File: src/rtl/bootmap_pkg.sv
package bootmap_pkg;
  typedef enum logic [2:0] {
    TGT_NONE  = 3'd0,
    TGT_FLASH = 3'd1,
    TGT_ROM   = 3'd2,
    TGT_SRAM  = 3'd3,
    TGT_CTRL  = 3'd4
  } tgt_e;

  localparam logic [1:0] MAP_FLASH     = 2'b00;
  localparam logic [1:0] MAP_ROM       = 2'b01;
  localparam logic [1:0] MAP_FLASH_ALT = 2'b10;
  localparam logic [1:0] MAP_SRAM      = 2'b11;
endpackage

File: src/rtl/bm_reset_sync.sv
module bm_reset_sync #(
  parameter int STAGES = 2
) (
  input  logic clk,
  input  logic rst_n,
  output logic rst_sync_n
);
  logic [STAGES-1:0] chain_q;
  logic [STAGES-1:0] chain_d;

  always_comb begin
    chain_d = {chain_q[STAGES-2:0], 1'b1};
  end

  always_ff @(posedge clk or negedge rst_n) begin
    if (!rst_n) chain_q <= '0;
    else        chain_q <= chain_d;
  end

  assign rst_sync_n = chain_q[STAGES-1];
endmodule

File: src/rtl/bm_map_reg.sv
module bm_map_reg (
  input  logic       clk,
  input  logic       rst_sync_n,
  input  logic [1:0] strap_i,
  input  logic       wr_en_i,
  input  logic [1:0] wr_val_i,
  output logic [1:0] map_o
);
  logic [1:0] map_q;
  logic [1:0] map_d;

  // Straps are sampled on every clock while reset is in effect, then held.
  always_comb begin
    if (!rst_sync_n)  map_d = strap_i;
    else if (wr_en_i) map_d = wr_val_i;
    else              map_d = map_q;
  end

  always_ff @(posedge clk) begin
    map_q <= map_d;
  end

  assign map_o = map_q;

  p_map_hold_r7: assert property (@(posedge clk) disable iff (!rst_sync_n)
    !wr_en_i |=> map_q == $past(map_q));

  p_remap_load_r8: assert property (@(posedge clk) disable iff (!rst_sync_n)
    wr_en_i |=> map_q == $past(wr_val_i));
endmodule

File: src/rtl/bm_decode.sv
module bm_decode
  import bootmap_pkg::*;
#(
  parameter logic [31:0] FLASH_BASE = 32'h0800_0000,
  parameter int          FLASH_AW   = 18,
  parameter logic [31:0] ROM_BASE   = 32'h1FFF_0000,
  parameter int          ROM_AW     = 15,
  parameter logic [31:0] SRAM_BASE  = 32'h2000_0000,
  parameter int          SRAM_AW    = 17,
  parameter int          ALIAS_AW   = 16,
  parameter logic [31:0] CTRL_ADDR  = 32'h4000_0000
) (
  input  logic [31:0] addr_i,
  input  logic        we_i,
  input  logic [1:0]  map_i,
  output tgt_e        tgt_o
);
  logic in_alias;
  logic home_flash, home_rom, home_sram;
  logic fits_flash, fits_rom, fits_sram;
  tgt_e raw_tgt;

  assign in_alias   = (addr_i[31:ALIAS_AW] == '0);
  assign home_flash = (addr_i[31:FLASH_AW] == FLASH_BASE[31:FLASH_AW]);
  assign home_rom   = (addr_i[31:ROM_AW]   == ROM_BASE[31:ROM_AW]);
  assign home_sram  = (addr_i[31:SRAM_AW]  == SRAM_BASE[31:SRAM_AW]);
  // Whether an alias-window address lies inside the mirrored target.
  assign fits_flash = (addr_i[31:FLASH_AW] == '0);
  assign fits_rom   = (addr_i[31:ROM_AW]   == '0);
  assign fits_sram  = (addr_i[31:SRAM_AW]  == '0);

  always_comb begin
    raw_tgt = TGT_NONE;
    if (addr_i == CTRL_ADDR) begin
      raw_tgt = TGT_CTRL;
    end else if (in_alias) begin
      unique case (map_i)
        MAP_ROM:  raw_tgt = fits_rom  ? TGT_ROM  : TGT_NONE;
        MAP_SRAM: raw_tgt = fits_sram ? TGT_SRAM : TGT_NONE;
        default:  raw_tgt = fits_flash ? TGT_FLASH : TGT_NONE;
      endcase
    end else if (home_flash) begin
      raw_tgt = TGT_FLASH;
    end else if (home_rom) begin
      raw_tgt = TGT_ROM;
    end else if (home_sram) begin
      raw_tgt = TGT_SRAM;
    end
  end

  // Flash and boot ROM are read-only on this bus.
  always_comb begin
    tgt_o = raw_tgt;
    if (we_i && (raw_tgt == TGT_FLASH || raw_tgt == TGT_ROM)) tgt_o = TGT_NONE;
  end
endmodule

File: src/rtl/boot_alias_decoder.sv
module boot_alias_decoder
  import bootmap_pkg::*;
#(
  parameter logic [31:0] FLASH_BASE = 32'h0800_0000,
  parameter int          FLASH_AW   = 18,
  parameter logic [31:0] ROM_BASE   = 32'h1FFF_0000,
  parameter int          ROM_AW     = 15,
  parameter logic [31:0] SRAM_BASE  = 32'h2000_0000,
  parameter int          SRAM_AW    = 17,
  parameter int          ALIAS_AW   = 16,
  parameter logic [31:0] CTRL_ADDR  = 32'h4000_0000,
  parameter int          SYNC_STAGES = 2
) (
  input  logic                clk,
  input  logic                rst_n,
  input  logic [1:0]          strap_i,
  input  logic                req_i,
  input  logic                we_i,
  input  logic [31:0]         addr_i,
  input  logic [31:0]         wdata_i,
  output logic                rvalid_o,
  output logic [31:0]         rdata_o,
  output logic                err_o,
  output logic                flash_sel_o,
  output logic [FLASH_AW-1:0] flash_off_o,
  input  logic [31:0]         flash_rdata_i,
  output logic                rom_sel_o,
  output logic [ROM_AW-1:0]   rom_off_o,
  input  logic [31:0]         rom_rdata_i,
  output logic                sram_sel_o,
  output logic                sram_we_o,
  output logic [SRAM_AW-1:0]  sram_off_o,
  output logic [31:0]         sram_wdata_o,
  input  logic [31:0]         sram_rdata_i
);
  localparam logic [31:0] RDATA_ZERO = 32'h0;

  logic       rst_sync_n;
  logic [1:0] map_cur;
  tgt_e       tgt;
  logic       ctrl_wr;

  logic        rvalid_q, rvalid_d;
  logic        err_q,    err_d;
  logic [31:0] rdata_q,  rdata_d;
  logic [31:0] sel_rdata;

  bm_reset_sync #(.STAGES(SYNC_STAGES)) u_rst (
    .clk        (clk),
    .rst_n      (rst_n),
    .rst_sync_n (rst_sync_n)
  );

  bm_decode #(
    .FLASH_BASE (FLASH_BASE), .FLASH_AW (FLASH_AW),
    .ROM_BASE   (ROM_BASE),   .ROM_AW   (ROM_AW),
    .SRAM_BASE  (SRAM_BASE),  .SRAM_AW  (SRAM_AW),
    .ALIAS_AW   (ALIAS_AW),   .CTRL_ADDR(CTRL_ADDR)
  ) u_dec (
    .addr_i (addr_i),
    .we_i   (we_i),
    .map_i  (map_cur),
    .tgt_o  (tgt)
  );

  assign ctrl_wr = req_i && we_i && (tgt == TGT_CTRL);

  bm_map_reg u_map (
    .clk        (clk),
    .rst_sync_n (rst_sync_n),
    .strap_i    (strap_i),
    .wr_en_i    (ctrl_wr),
    .wr_val_i   (wdata_i[1:0]),
    .map_o      (map_cur)
  );

  // Target side: select plus low offset bits only.
  assign flash_sel_o  = req_i && (tgt == TGT_FLASH);
  assign rom_sel_o    = req_i && (tgt == TGT_ROM);
  assign sram_sel_o   = req_i && (tgt == TGT_SRAM);
  assign sram_we_o    = sram_sel_o && we_i;
  assign flash_off_o  = addr_i[FLASH_AW-1:0];
  assign rom_off_o    = addr_i[ROM_AW-1:0];
  assign sram_off_o   = addr_i[SRAM_AW-1:0];
  assign sram_wdata_o = wdata_i;

  always_comb begin
    unique case (tgt)
      TGT_FLASH: sel_rdata = flash_rdata_i;
      TGT_ROM:   sel_rdata = rom_rdata_i;
      TGT_SRAM:  sel_rdata = sram_rdata_i;
      TGT_CTRL:  sel_rdata = {30'b0, map_cur};
      default:   sel_rdata = RDATA_ZERO;
    endcase
  end

  // Response next-state.
  always_comb begin
    rvalid_d = req_i;
    err_d    = req_i && (tgt == TGT_NONE);
    rdata_d  = (req_i && !we_i) ? sel_rdata : RDATA_ZERO;
  end

  always_ff @(posedge clk or negedge rst_sync_n) begin
    if (!rst_sync_n) begin
      rvalid_q <= 1'b0;
      err_q    <= 1'b0;
      rdata_q  <= '0;
    end else begin
      rvalid_q <= rvalid_d;
      err_q    <= err_d;
      rdata_q  <= rdata_d;
    end
  end

  assign rvalid_o = rvalid_q;
  assign err_o    = err_q;
  assign rdata_o  = rdata_q;

  p_one_sel_r9: assert property (@(posedge clk) disable iff (!rst_sync_n)
    $onehot0({flash_sel_o, rom_sel_o, sram_sel_o}));

  p_rsp_follows_req_r9: assert property (@(posedge clk) disable iff (!rst_sync_n)
    req_i |=> rvalid_o);

  p_no_rsp_idle_r9: assert property (@(posedge clk) disable iff (!rst_sync_n)
    !req_i |=> !rvalid_o && !err_o);

  p_err_zero_data_r6: assert property (@(posedge clk) disable iff (!rst_sync_n)
    err_o |-> rdata_o == 32'h0);

  p_flash_home_r1: assert property (@(posedge clk) disable iff (!rst_sync_n)
    (req_i && !we_i && addr_i[31:FLASH_AW] == FLASH_BASE[31:FLASH_AW])
      |-> flash_sel_o && flash_off_o == addr_i[FLASH_AW-1:0]);

  p_unmapped_err_r6: assert property (@(posedge clk) disable iff (!rst_sync_n)
    (req_i && !flash_sel_o && !rom_sel_o && !sram_sel_o && addr_i != CTRL_ADDR)
      |=> err_o);

  p_rom_readonly_r10: assert property (@(posedge clk) disable iff (!rst_sync_n)
    (req_i && we_i && addr_i[31:ROM_AW] == ROM_BASE[31:ROM_AW]) |-> !rom_sel_o);
endmodule

File: config.mk
export PLATFORM = sky130hd
export DESIGN_NAME = boot_alias_decoder
export DESIGN_NICKNAME = d
export VERILOG_FILES = /design/src/rtl/bootmap_pkg.sv /design/src/rtl/bm_reset_sync.sv /design/src/rtl/bm_map_reg.sv /design/src/rtl/bm_decode.sv /design/src/rtl/boot_alias_decoder.sv
export SDC_FILE = /design/constraint.sdc
export NUM_CORES = 1
export LEC_CHECK = 0
export BUFFER_PORTS_ARGS = -buffer_cell sky130_fd_sc_hd__buf_2
export CAP_MARGIN = 30
export CORE_AREA = 2 2 110 112
export DETAILED_ROUTE_END_ITERATION = 16
export DIE_AREA = 0 0 112 114
export PLACE_DENSITY = 0.66
export SLEW_MARGIN = 40
export SYNTH_ARGS = -nofsm -noshare
export SYNTH_HDL_FRONTEND = slang
export SYNTH_SLANG_ARGS = --single-unit
File: constraint.sdc
create_clock -name clk -period 5.8 [get_ports clk]
set_clock_uncertainty 0.05 [all_clocks]
set_input_delay 1.16 -clock clk [delete_from_list [all_inputs] [get_ports clk]]
set_output_delay 1.16 -clock clk [all_outputs]
set_load 0.01 [all_outputs]
==> flow_metrics.tcl <==
set metrics [dict create \
    outcome "complete, no violations" \
    die_h_um 114 \
    endpoint_kind "output pin" \
    synth_edf_count 2 \
    synth_fp_nets 507 \
    finalHoldViolCount 0 \
    cts_post_setup_buffers_inserted 0 \
    syn2layout_area_growth_pct 26.5 \
    final_area_um2 3910 \
    maxSlewHeadroom_pct 59.5 \
    cts_buffer_depth 2 \
    drtPass1Iterations 4 \
    worst_slew_pin_slew_ns 0.607 \
    cts.sinks 38 \
    synth_top_area_share_pct 29.2 \
    leakagePower_uw 0.00186 \
    synth_area_leaders "dfrtp_1 (29%), buf_4 (20%), nand4_1 (9.9%)" \
    vias 3186 \
    power.total_uw 707 \
    synth.avg_cell_area_um2 9.06 \
    cts-resized-gates 0 \
    antenna_left 0 \
    maxCapViolCount 0 \
    synth_async_sr_flop_share_pct 94.7 \
    synth_most_common_cell "buf_4" \
    reg2reg_to "rdata_o[15]" \
    setup_viol 0 \
    wl_per_cell_um 17.9 \
    min_period_ns 4.45 \
    yosys.area.top_type "dfrtp_1" \
    crit_path_cell_trace "buf_2, or4_1, nor4_1, a311o_2, buf_4, nor4_1, buf_2" \
    final_nets 637 \
    cts_buffers 5 \
    grt_antenna_before_repair 0 \
    syn_area_um2 3090 \
    grt_pass1_vias 3261 \
    ys_warn_count 0 \
    switchingPower_uw 170 \
    arrival_ns 3.24 \
    period_share_pct 76.8 \
    placed_area_um2 3740 \
    cp.required_ns 4.59 \
    synth_commonest_cells "buf_4 (83), nand4_1 (49), dfrtp_1 (36)" \
    path_clk_slew_ns 0.06 \
    viasPerCell 5.15 \
    cp_top_family "simple AND/OR/NAND/NOR gates" \
    routed_wirelength_mm 11.1 \
    rsz0062_at_grt "false" \
    cts_tree "built" \
    reg2reg_depth 6 \
    crit_path_max_fanout 36 \
    synth-seq-cells 38 \
    core_um2 11700 \
    grt_max_degree 61 \
    fillCellCount 1237 \
    rows 40 \
    cts.htree.levels 2 \
    drc 0 \
    crit_path_max_incr_delay_ns 0.54 \
    p_clk_share_pct 45.7 \
    power.internal_uw 537 \
    yosysUniqueCellTypes 43 \
    powerDensity_nw_per_um2 181 \
    io_buffers 225 \
    synth-main-ff-cell "dfrtp_1" \
    tns_ns 0 \
    r2r-start "u_map.map_o[0]" \
    dieArea_um2 12800 \
    num_antenna_cells 0 \
    sequentialPowerShare_pct 38.7 \
    pin_count 286 \
    initial_core_util_pct 26.4 \
    crit_buf_inv 3 \
    finalMaxSlewViolations 0 \
    synth-seq-area-share_pct 31.1 \
    final_layout_size_suffix_gt1_share_pct 59.3 \
    clock_latency_ns 0.28 \
    swShare_pct 24.0 \
    worst_path_max_delay_cell "or4_1" \
    die_x_um 112 \
    rrSetupSlack_ns 3.09 \
    holdWs_ns 0.136 \
    hold_class "reg -> async" \
    max_freq_mhz 225 \
    cts_hold_buf 0 \
    max-vdd-ir-drop_mv 0.126 \
    grt_pass1_wl_mm 16.7 \
    grt_use_total_pct 16.5 \
    p_comb_share_pct 15.6 \
    worstSetupStartpointType "input port" \
    path_class "in -> out" \
    gp_congestion 0.809 \
    grt_overflow 0 \
    synthCells 341 \
    dp_hpwl_mm 8.44 \
    drt_iter0_markers 164 \
    root_buffer "clkbuf_16" \
]
[registers in the layout, indices dropped and copies added (netlist names)]
name and count:
u_rst.chain_q 2, err_o 1, u_map.map_o 2, rdata_o 32
rvalid_o 1
[power by group through the flow]
stage | logic [uW] | clock network (uW) | registers (uW)
4_1_cts | 112 | 335 | 274
6_report | 110 | 323 | 273
5_1_grt | 120 | 344 | 274
2_1_floorplan | 74.5 | 0 | 279
3_5_place_dp | 111 | 0 | 278
3_3_place_gp | 110 | 0 | 278
[layout make-up]
cell class	instances	area (um^2)	area share (%)
repair buffers	232	1180	30.2
multi-input cells	192	1400	35.9
clock buffers	7	143	3.65
inverters	2	7.51	0.192
clock inverters	1	30.0	0.768
well taps	147	184	4.71
flip-flops and latches	38	962	24.6
[layer usage]
layer / part of all wire [%] / vias up / global-route usage (%)
met5: 0 / - / 0
met4: 1.3 / 0 / 4.96
met3: 9.5 / 11 / 4.84
met2: 52 / 210 / 31.8
met1: 37 / 1514 / 17.4
li1: - / 1451 / -
[worst max-delay path by stage]
stage                          start        end  slack (ns)  cells after the start
final                     addr_i[27]  sram_we_o        1.35                      7
after global routing      addr_i[27]  sram_we_o        1.15                      7
after CTS                 addr_i[27]  sram_we_o        1.31                      7
after detailed placement  addr_i[27]  sram_we_o        1.30                      7
after global placement    addr_i[27]  sram_we_o        1.35                      7
after floorplan           addr_i[29]  rom_sel_o        1.53                      7
[cells by family after synthesis]
logic type / after synthesis / share of synthesized area [%]
AOI/OAI and AO/OA: 45 / 14.8
adders and majority gates: 1 / 0.324
buffers and inverters: 111 / 24.5
DFF: 38 / 31.1
muxes: 10 / 3.32
other: 1 / 0.121
and+or+nand+nor: 135 / 25.8
[through the flow]
step                      utilization, %  cells  setup WS, ns
after floorplan                        -    341          1.53
after global placement              31.9    611          1.35
after detailed placement            31.9    611          1.30
after CTS                           33.4    619          1.31
after global routing                33.4    619          1.15
final                               33.4    619          1.35
[cell usage in the layout (no fill, tap or decap), types with 2 or more instances in the layout]
cell	instances
buf_2	225
nand4_1	49
dfrtp_1	35
nand3_1	23
a31oi_2	21
and3_1	17
nand2_1	14
nor4_1	9
a21oi_2	9
mux2i_1	8
nor2_1	7
buf_4	7
clkbuf_16	5
a21oi_1	3
a31oi_1	3
nor3_1	3
inv_1	2
or4_1	2
nor4_2	2
mux2_2	2
edfxtp_1	2
Note: power is estimated with default switching activity, not from simulation.
